--- config.mk ---
export PLATFORM = sky130hd
export DESIGN_NAME = refresh_postpone_sched
export DESIGN_NICKNAME = d
export VERILOG_FILES = /design/src/rtl/refpp_pkg.sv /design/src/rtl/refpp_ctrl.sv /design/src/rtl/refpp_datapath.sv /design/src/rtl/refresh_postpone_sched.sv
export SDC_FILE = /design/constraint.sdc
export NUM_CORES = 1
export LEC_CHECK = 0
export ABC_AREA = 1
export BUFFER_PORTS_ARGS = -buffer_cell sky130_fd_sc_hd__buf_2
export CAP_MARGIN = 20
export CORE_MARGIN = 8
export CORE_UTILIZATION = 60
export DETAILED_ROUTE_END_ITERATION = 16
export PLACE_DENSITY = 0.76
export SKIP_LAST_GASP = 1
export SLEW_MARGIN = 20
export SYNTH_ARGS = -nofsm -noshare
export SYNTH_HDL_FRONTEND = slang
export SYNTH_SLANG_ARGS = --single-unit
--- constraint.sdc ---
create_clock -name clk -period 16.4 [get_ports clk]
set_input_delay 0 -clock clk [delete_from_list [all_inputs] [get_ports clk]]
set_output_delay 0 -clock clk [all_outputs]
set_load 0.02 [all_outputs]
--- src/rtl/refpp_pkg.sv ---
package refpp_pkg;

  // Which length the interval timer reloads with at an expiry.
  typedef enum logic [1:0] {
    IV_REFI  = 2'd0,   // plain refresh period
    IV_RFC   = 2'd1,   // spacing inside a burst
    IV_ALIGN = 2'd2    // shortened period after a burst
  } ivSel_e;

  // Strobes from the control to the datapath.
  typedef struct packed {
    logic   reload;    // reload the interval timer
    ivSel_e ivSel;     // reload length
    logic   incCnt;    // add one deferred refresh
    logic   decCnt;    // remove one deferred refresh
    logic   latchLen;  // remember the burst length
    logic   issue;     // owe one refresh to the controller
    logic   clrState;  // refresh turned off: drop everything
  } strobes_t;

endpackage

--- src/rtl/refpp_ctrl.sv ---
module refpp_ctrl
  import refpp_pkg::*;
#(
  parameter int NUM_BANKS = 8,
  parameter int CNT_W     = 4
) (
  input  logic                 clk,
  input  logic                 rstN,
  input  logic                 expire,
  input  logic [CNT_W-1:0]     cnt,
  input  logic [NUM_BANKS-1:0] bankPending,
  input  logic                 cfgRefreshOff,
  input  logic                 cfgPostponeEn,
  input  logic                 cfgForceMax,
  input  logic [CNT_W-1:0]     cfgMaxPostpone,
  output strobes_t             st,
  output logic                 burst
);

  localparam logic [CNT_W:0] ONE = (CNT_W+1)'(1);

  logic [CNT_W:0] cntPlus;
  logic [CNT_W:0] effMax;
  logic [CNT_W:0] cntAfter;
  logic           anyPending;
  logic           holdFull;
  logic           startNow;
  logic           go;

  always_comb begin
    anyPending = |bankPending;
    holdFull   = cfgPostponeEn & cfgForceMax;
    if (!cfgPostponeEn || cfgMaxPostpone == '0) effMax = ONE;
    else                                        effMax = {1'b0, cfgMaxPostpone};
    // the expiry itself is counted before the burst decision
    cntPlus  = {1'b0, cnt} + (burst ? '0 : ONE);
    startNow = !burst && ((cntPlus >= effMax) || (!anyPending && !holdFull));
    go       = burst || startNow;
    cntAfter = go ? cntPlus - ONE : cntPlus;

    st       = '0;
    st.ivSel = IV_REFI;
    if (cfgRefreshOff) begin
      st.clrState = 1'b1;
      st.reload   = expire;
    end else if (expire) begin
      st.reload   = 1'b1;
      st.incCnt   = !burst;
      st.decCnt   = go;
      st.issue    = go;
      st.latchLen = startNow;
      if (go) st.ivSel = (cntAfter != '0) ? IV_RFC : IV_ALIGN;
    end
  end

  always_ff @(posedge clk) begin
    if (!rstN)              burst <= 1'b0;
    else if (cfgRefreshOff) burst <= 1'b0;
    else if (expire)        burst <= go && (cntAfter != '0);
  end

endmodule

--- src/rtl/refpp_datapath.sv ---
module refpp_datapath
  import refpp_pkg::*;
#(
  parameter int REFI_CYC = 7800,
  parameter int RFC_CYC  = 350,
  parameter int CNT_W    = 4
) (
  input  logic             clk,
  input  logic             rstN,
  input  strobes_t         st,
  input  logic             refAck,
  output logic             expire,
  output logic [CNT_W-1:0] cnt,
  output logic             refReq,
  output logic             owedAny
);

  localparam int TW = $clog2(REFI_CYC + 1);
  localparam int GW = $clog2(RFC_CYC + 1);
  localparam int OW = CNT_W + 1;
  localparam logic [TW-1:0] REFI_M1 = TW'(REFI_CYC - 1);
  localparam logic [TW-1:0] RFC_M1  = TW'(RFC_CYC - 1);
  localparam logic [GW-1:0] GUARD_LD = GW'(RFC_CYC - 1);

  logic [TW-1:0]    timer;
  logic [TW-1:0]    rld;
  logic [GW-1:0]    guard;
  logic [OW-1:0]    owed;
  logic [CNT_W-1:0] burstLen;
  logic [CNT_W-1:0] lenUse;
  logic [31:0]      alignCyc;
  logic             accept;

  assign expire  = (timer == '0);
  assign owedAny = (owed != '0);
  assign refReq  = owedAny && (guard == '0) && !st.clrState;
  assign accept  = refReq && refAck;

  always_comb begin
    lenUse   = st.latchLen ? cnt + CNT_W'(1) : burstLen;
    alignCyc = (32'(lenUse) - 32'd1) * 32'(RFC_CYC);
    case (st.ivSel)
      IV_RFC:   rld = RFC_M1;
      IV_ALIGN: rld = TW'(32'(REFI_CYC) - 32'd1 - alignCyc);
      default:  rld = REFI_M1;
    endcase
  end

  always_ff @(posedge clk) begin
    if (!rstN) begin
      timer    <= REFI_M1;
      guard    <= '0;
      owed     <= '0;
      cnt      <= '0;
      burstLen <= '0;
    end else begin
      timer <= st.reload ? rld : timer - TW'(1);

      if (accept)           guard <= GUARD_LD;
      else if (guard != '0) guard <= guard - GW'(1);

      if (st.clrState) begin
        owed <= '0;
        cnt  <= '0;
      end else begin
        owed <= owed + OW'(st.issue) - OW'(accept);
        cnt  <= cnt + CNT_W'(st.incCnt) - CNT_W'(st.decCnt);
      end

      if (st.latchLen) burstLen <= cnt + CNT_W'(1);
    end
  end

endmodule

--- src/rtl/refresh_postpone_sched.sv ---
module refresh_postpone_sched
  import refpp_pkg::*;
#(
  parameter int NUM_BANKS = 8,
  parameter int CNT_W     = 4,
  parameter int REFI_CYC  = 7800,
  parameter int RFC_CYC   = 350
) (
  input  logic                 clk,
  input  logic                 rstN,
  input  logic [NUM_BANKS-1:0] bankPending,
  input  logic                 refAck,
  input  logic                 cfgRefreshOff,
  input  logic                 cfgPostponeEn,
  input  logic                 cfgForceMax,
  input  logic [CNT_W-1:0]     cfgMaxPostpone,
  output logic                 refReq,
  output logic                 refBusy
);

  strobes_t         st;
  logic             expire;
  logic [CNT_W-1:0] cnt;
  logic             burst;
  logic             owedAny;

  refpp_ctrl #(
    .NUM_BANKS(NUM_BANKS),
    .CNT_W    (CNT_W)
  ) u_ctrl (
    .clk           (clk),
    .rstN          (rstN),
    .expire        (expire),
    .cnt           (cnt),
    .bankPending   (bankPending),
    .cfgRefreshOff (cfgRefreshOff),
    .cfgPostponeEn (cfgPostponeEn),
    .cfgForceMax   (cfgForceMax),
    .cfgMaxPostpone(cfgMaxPostpone),
    .st            (st),
    .burst         (burst)
  );

  refpp_datapath #(
    .REFI_CYC(REFI_CYC),
    .RFC_CYC (RFC_CYC),
    .CNT_W   (CNT_W)
  ) u_dp (
    .clk    (clk),
    .rstN   (rstN),
    .st     (st),
    .refAck (refAck),
    .expire (expire),
    .cnt    (cnt),
    .refReq (refReq),
    .owedAny(owedAny)
  );

  assign refBusy = burst | owedAny;

endmodule

# ---- Word level (Yosys, flattened, before mapping)
# Index checks and enable logic that the tools add are counted.
dict set report op_classes {
  addsub 11
  mul 1
  magnitude_cmp 1
  eq_ne 2
  n_mux 14
  bitwise 3
  reduce_logical 25
}
# cell n
set op_table {}
lappend op_table {{multiplier 32 x 8 -> 12 bit (second input constant)} 1}
lappend op_table {{case mux 13 bit (2 select lines)} 1}
lappend op_table {{2-to-1 mux 9 bit} 2}
lappend op_table {{logical NOT 13 bit} 1}
lappend op_table {{2-to-1 mux 13 bit} 1}
lappend op_table {{subtractor 13 x 1 -> 13 bit (second input constant)} 1}
lappend op_table {{subtractor 13 bit (first input constant)} 1}
lappend op_table {{nonzero test 5 bit} 2}
lappend op_table {{logical NOT 9 bit} 1}
lappend op_table {{nonzero test 9 bit} 1}
lappend op_table {{subtractor 9 x 1 -> 9 bit (second input constant)} 1}
lappend op_table {{2-to-1 mux 4 bit} 2}
lappend op_table {{OR reduction 8 bit} 1}
lappend op_table {{2-to-1 mux 7 bit} 1}
lappend op_table {{logical AND 1 bit} 6}
lappend op_table {{2-to-1 mux 6 bit} 1}
lappend op_table {{OR reduction 2 bit} 3}
lappend op_table {{adder 4 x 5 -> 5 bit} 1}
lappend op_table {{adder 5 x 1 -> 5 bit} 1}
lappend op_table {{>= comparator 5 x 4 -> 1 bit} 1}
lappend op_table {{logical NOT 1 bit} 5}
lappend op_table {{2-to-1 mux 5 bit} 1}
lappend op_table {{subtractor 4 x 1 -> 5 bit (second input constant)} 1}
lappend op_table {{subtractor 5 x 1 -> 5 bit} 1}
lappend op_table {{14 further kinds} 19}
dict set report word_totals {
  reg_bits 36
  wordCells 64
}

# ---- Depth between registers and ports, before layout
dict set report logic_depth {
  depth_word 19
  depth_mapped 41
  ltp_nobuf 41
}

# ---- By module
# Synthesis repeated with hierarchy kept, for this count alone.
dict set report hier_totals {
  hier_cells 538
  area_unflattened_um2 3747.3
}
# mod n_inst cells_per_inst area_each_um2 seq_area_each_um2
set modules_own_cells {}
lappend modules_own_cells {refpp_datapath 1 464 3319.4 700.7}
lappend modules_own_cells {refpp_ctrl 1 71 416.6 20.0}
lappend modules_own_cells {refresh_postpone_sched 1 3 11.3 0.0}

# ---- Least setup slack after synthesis
# OpenSTA, ideal clock, no wires.
dict set report synth_timing {
  path_kind {register to register}
  start {register u_ctrl.burst}
  end {register u_dp.timer[11]}
  t_arrival_ns 5.734
  setup_slack_ns 10.553
  stages_incl_launch_ff 38
  n_path_buf 0
  synth_period_minus_slack_ns 5.847
  cell_sequence {dfxtp_1 > inv_1 > ha_1 > ha_1 > xor2_1 > ha_1 > a21oi_1 > nand2_1 > nand2_1 > nand3_2 > nand2_4 > nand2_1 > o21a_1 > inv_1 > ha_1 > nand3_4 > inv_1 > ha_1 > [... 2 more ...] > fa_1 > fa_1 > inv_1 > ha_1 > nand2_1 > inv_1 > nand4_1 > nand3_1 > xor2_1 > nand2_1 > a21oi_1 > nand3_1 > nand2_1 > nand2_1 > nand3_1 > nand2_1 > nand2_1 > nand2_1}
}
dict set report synth_via {
  elab_chain_len 15
}
# element line_no
set synth_rtl {}
lappend synth_rtl {{from (decl)} refpp_ctrl.sv:17} ;# output logic burst
lappend synth_rtl {{from (signal assigned)} refpp_ctrl.sv:59} ;# else if (expire) burst <= go && (cntAfter != '0);
lappend synth_rtl {{2-to-1 mux 1 bit} refpp_ctrl.sv:36} ;# cntPlus = {1'b0, cnt} + (burst ? '0 : ONE);
lappend synth_rtl {{adder 4 x 5 -> 5 bit} refpp_ctrl.sv:36}
lappend synth_rtl {{>= comparator 5 x 4 -> 1 bit} refpp_ctrl.sv:37} ;# startNow = !burst && ((cntPlus >= effMax) || (!anyPending && !holdFull));
lappend synth_rtl {{logical OR 1 bit} refpp_ctrl.sv:37}
lappend synth_rtl {{logical AND 1 bit} refpp_ctrl.sv:37}
lappend synth_rtl {{logical OR 1 bit} refpp_ctrl.sv:38} ;# go = burst || startNow;
lappend synth_rtl {{2-to-1 mux 5 bit} refpp_ctrl.sv:39} ;# cntAfter = go ? cntPlus - ONE : cntPlus;
lappend synth_rtl {{nonzero test 5 bit} refpp_ctrl.sv:52} ;# if (go) st.ivSel = (cntAfter != '0) ? IV_RFC : IV_ALIGN;
lappend synth_rtl {{2-to-1 mux 2 bit (2 in a row)} refpp_ctrl.sv:52}
lappend synth_rtl {{2-to-1 mux 7 bit *} refpp_ctrl.sv:46} ;# end else if (expire) begin
lappend synth_rtl {{2-to-1 mux 6 bit *} refpp_ctrl.sv:43} ;# if (cfgRefreshOff) begin
lappend synth_rtl {{parallel branches: the longest is 1 deep, another holds multiplier 32 x 8 -> 12 bit} n/a}
lappend synth_rtl {{case mux 13 bit (2 select lines) *} refpp_datapath.sv:42} ;# case (st.ivSel)
lappend synth_rtl {{2-to-1 mux 13 bit *} refpp_datapath.sv:57} ;# timer <= st.reload ? rld : timer - TW'(1);
lappend synth_rtl {{to (signal assigned)} refpp_datapath.sv:57}
lappend synth_rtl {{to (decl)} refpp_datapath.sv:25} ;# logic [TW-1:0] timer;
# Mark *: on every way between the ends.
# A chain may end at the register's enable or synchronous reset.

# ---- Worst setup path in the final report
# Ends and elaborated chain as after synthesis.

==> reports/metrics.yaml <==
status: "finished clean"
synthTopCellsByCount: "108 x inv_1, 79 x nand2_1, 51 x ha_1"
fillerInstances: 520
timing.rr.start: "u_ctrl.burst$_SDFFE_PP0N_"
synth-async-reset-ratio: 0
grt_max_degree: 18
fp.dieArea_sq_mm: 0.00860
synthTopCellsByArea: "dfxtp_1 20%, ha_1 18%, inv_1 11%, nand2_1 8.4%, fa_1 7.4%"
synthSimpleGateAreaFrac: 0.252
cts-buffers-inserted: 5
synth_fa_ha_area_frac: 0.254
finalClockSkew_ns: 0.00485
ir_drop_mv: 0.0546
core_sq_mm: 0.00582
synth_nets: 571
grt_usage: 0.175
synth.yosys.seq_area_share: 0.204
diodes: 0
end_kind: "flip-flop"
routedWlPerCell_um: 12.1
first_iter_violations: 129
synth_top_family_by_area: "adder cells"
yosys-mux-area-fraction: 0
yosysTopAreaCellShare: 0.204
clk_pin_slew_ns: 0.07
pwr_density_cell_mw_per_mm2: 55.3
fin_crit_sh: 0.394
crit_path_max_fanout: 7
slowest_delay_ns: 0.51
syn_area_per_cell_sq_um: 7.22
vias: 3050
portBuffers: 19
cp_num_cells: 37
cts_root_buf: "clkbuf_8"
crit_family: "adder cells"
clock-sinks: 36
crit_slowest_cell: "fa_1"
die_x_um: 92.7
crit_arrival_ns: 6.64
finalSetupViolCount: 0
p_leak_uw: 0.00194
rsz0062_at_grt: "no"
hold_viol_final: 0
drv_cap: 0
grt_antenna_before_repair: 0
place_congestion: 0.921
synth.yosys.warnings: 0
synth-edff-count: 0
post_dp_cell_area_sq_mm: 0.00370
cts_buffer_depth: 2
r2r_end: "u_dp.timer[11]$_SDFF_PN1_"
endpoint: "u_dp.timer[11]$_SDFF_PN1_"
layout.nets: 594
detail_route.first_pass.iterations: 4
start_util: 0.607
slew_headroom: 0.641
area_delta_synth_final_pct: 7.41
synth_cells: 489
ioPinCount: 20
hold_class: "input port to flip-flop"
grt_pass1_wl_um: 12700
synth_area_sq_mm: 0.00353
finish.utilization: 0.652
reg2reg_setup_slack_ns: 9.94
finalCriticalPeriod_ns: 6.46
setup_tns_ns: 0
cts_max_level: 2
path_buf_inv: 6
synth_most_common_cell: "inv_1"
synth_xor_area_frac: 0.0670
synth.distinct_cells: 41
cts_tree: "yes"
synth-compound-area-share: 0.101
required_ns: 16.58
drv_slew: 0
cp-startpoint: "u_ctrl.burst$_SDFFE_PP0N_"
tightest_slew_ns: 0.536
drive_gt1_frac: 0.0898
route.detailed.drc: 0
clk_latency_ns: 0.28
vias_per_cell: 5.20
routed_wl_um: 7110
fmax_mhz: 155
worst-setup-path-type: "flip-flop to flip-flop"
crit_top_cell: "nand2_1"
reg2reg_depth: 37
grt_pass1_vias: 3089
yosysTopAreaCell: "dfxtp_1"
grt_overflow: 0
ys.flop_type: "dfxtp_1"
ant_nets: 0
die_h_um: 92.7
hpwl_um: 5850
stdcell_area_sq_mm: 0.00379
rows: 28
startpoint_type: "flip-flop"
ys_ff_latch: 36
post-cts-setup-buffer-count: 0
[worst min-delay path by stage]
stage / start / to / cells after the start
floorplan: cfgRefreshOff / refReq / 1
finish: refAck / u_dp.guard[8]$_SDFFE_PN0P_ / 3
detailed placement: rstN / u_dp.timer[6]$_SDFF_PN1_ / 2
global route: refAck / u_dp.guard[8]$_SDFFE_PN0P_ / 3
CTS: refAck / u_dp.guard[8]$_SDFFE_PN0P_ / 3
global placement: rstN / u_dp.timer[5]$_SDFF_PN1_ / 2
[registers in the layout (all words and copies together), names as in the netlist]
| name | count |
|---|---|
| u_ctrl.burst | 1 |
| u_dp.owed | 5 |
| u_dp.timer | 13 |
| u_dp.burstLen | 4 |
| u_dp.guard | 9 |
| u_dp.cnt | 4 |
[power breakdown]
part,internal (uW),leakage [uW],switching [uW]
sequential,94.8,0.000293,5.82
clock,28.9,0.0000410,30.3
combinational,20.0,0.00160,29.8
[logic make-up after synthesis]
kind of cell | count (synthesis)
buf+inv | 114
simple gates | 188
compound gates | 60
fa+ha+maj | 64
xor+xnor | 27
flops | 36
[per-stage QoR]
step	total power [uW]	hold slack, ns	worst slack, ns	cells
final	210	0.145	9.94	587
after global routing	223	0.178	9.21	587
after CTS	210	0.141	9.93	587
after detailed placement	152	0.287	9.96	579
after global placement	150	0.285	10.27	579
after floorplan	141	0.0936	10.55	489
[per-layer routing]
layer / vias to the layer above / part of all wire / global-route usage
met1: 1401 / 0.45 / 0.199
li1: 1584 / - / -
met3: 16 / 0.023 / 0.0235
met2: 49 / 0.50 / 0.316
met4: 0 / 0.028 / 0.0859
met5: - / 0 / 0
[worst register-to-register path: cells and delay by family (launching register included)]
kind | cells | cell delay [ns]
compound gates | 3 | 0.37
xor+xnor | 2 | 0.58
fa+ha+maj | 9 | 2.93
buf+inv | 6 | 0.65
flops | 1 | 0.35
simple gates | 17 | 1.47
[layout by cell type, fill, tap and decap left out, types with 2 or more instances in the layout]
cell type  Yosys  layout
a211oi_1       2       2
a21boi_0       2       2
a21oi_1       24      24
a31oi_1        4       4
buf_2          0      19
clkbuf_8       0       5
clkinv_1       2       2
dfxtp_1       36      36
fa_1          13      13
ha_1          51      51
inv_1        108     108
nand2_1       79      79
nand2_2        4       4
nand2_4        3       3
nand3_1       17      17
nand3_2        3       3
nand3b_1       5       5
nand4_1        3       3
nor2_1        48      48
nor2_2         4       4
nor3_1        10      10
nor3b_1        3       3
o2111ai_1      2       2
o211ai_1       2       2
o21ai_0       14      14
o21bai_1       2       2
o31ai_1        2       2
or2_2          3       3
xnor2_1       12      12
xor2_1        15      15
[final cells by class]
cell class	count	area (sq um)	share of cell area
Multi-Input combinational cell	339	2380	0.628
Sequential cell	36	721	0.190
Inverter	110	413	0.109
Timing Repair Buffer	20	105	0.0277
Tap cell	75	93.8	0.0247
Clock buffer	6	72.6	0.0191
Clock inverter	1	5.00	0.00132
[what timing repair did]
action                     in CTS  in global routing
hold buffers                    1                  0
gates resized for setup         0                  0
hold endpoints to repair        2                  0
setup endpoints to repair       0                  0
No activity file was read; power rests on OpenSTA's default activity.
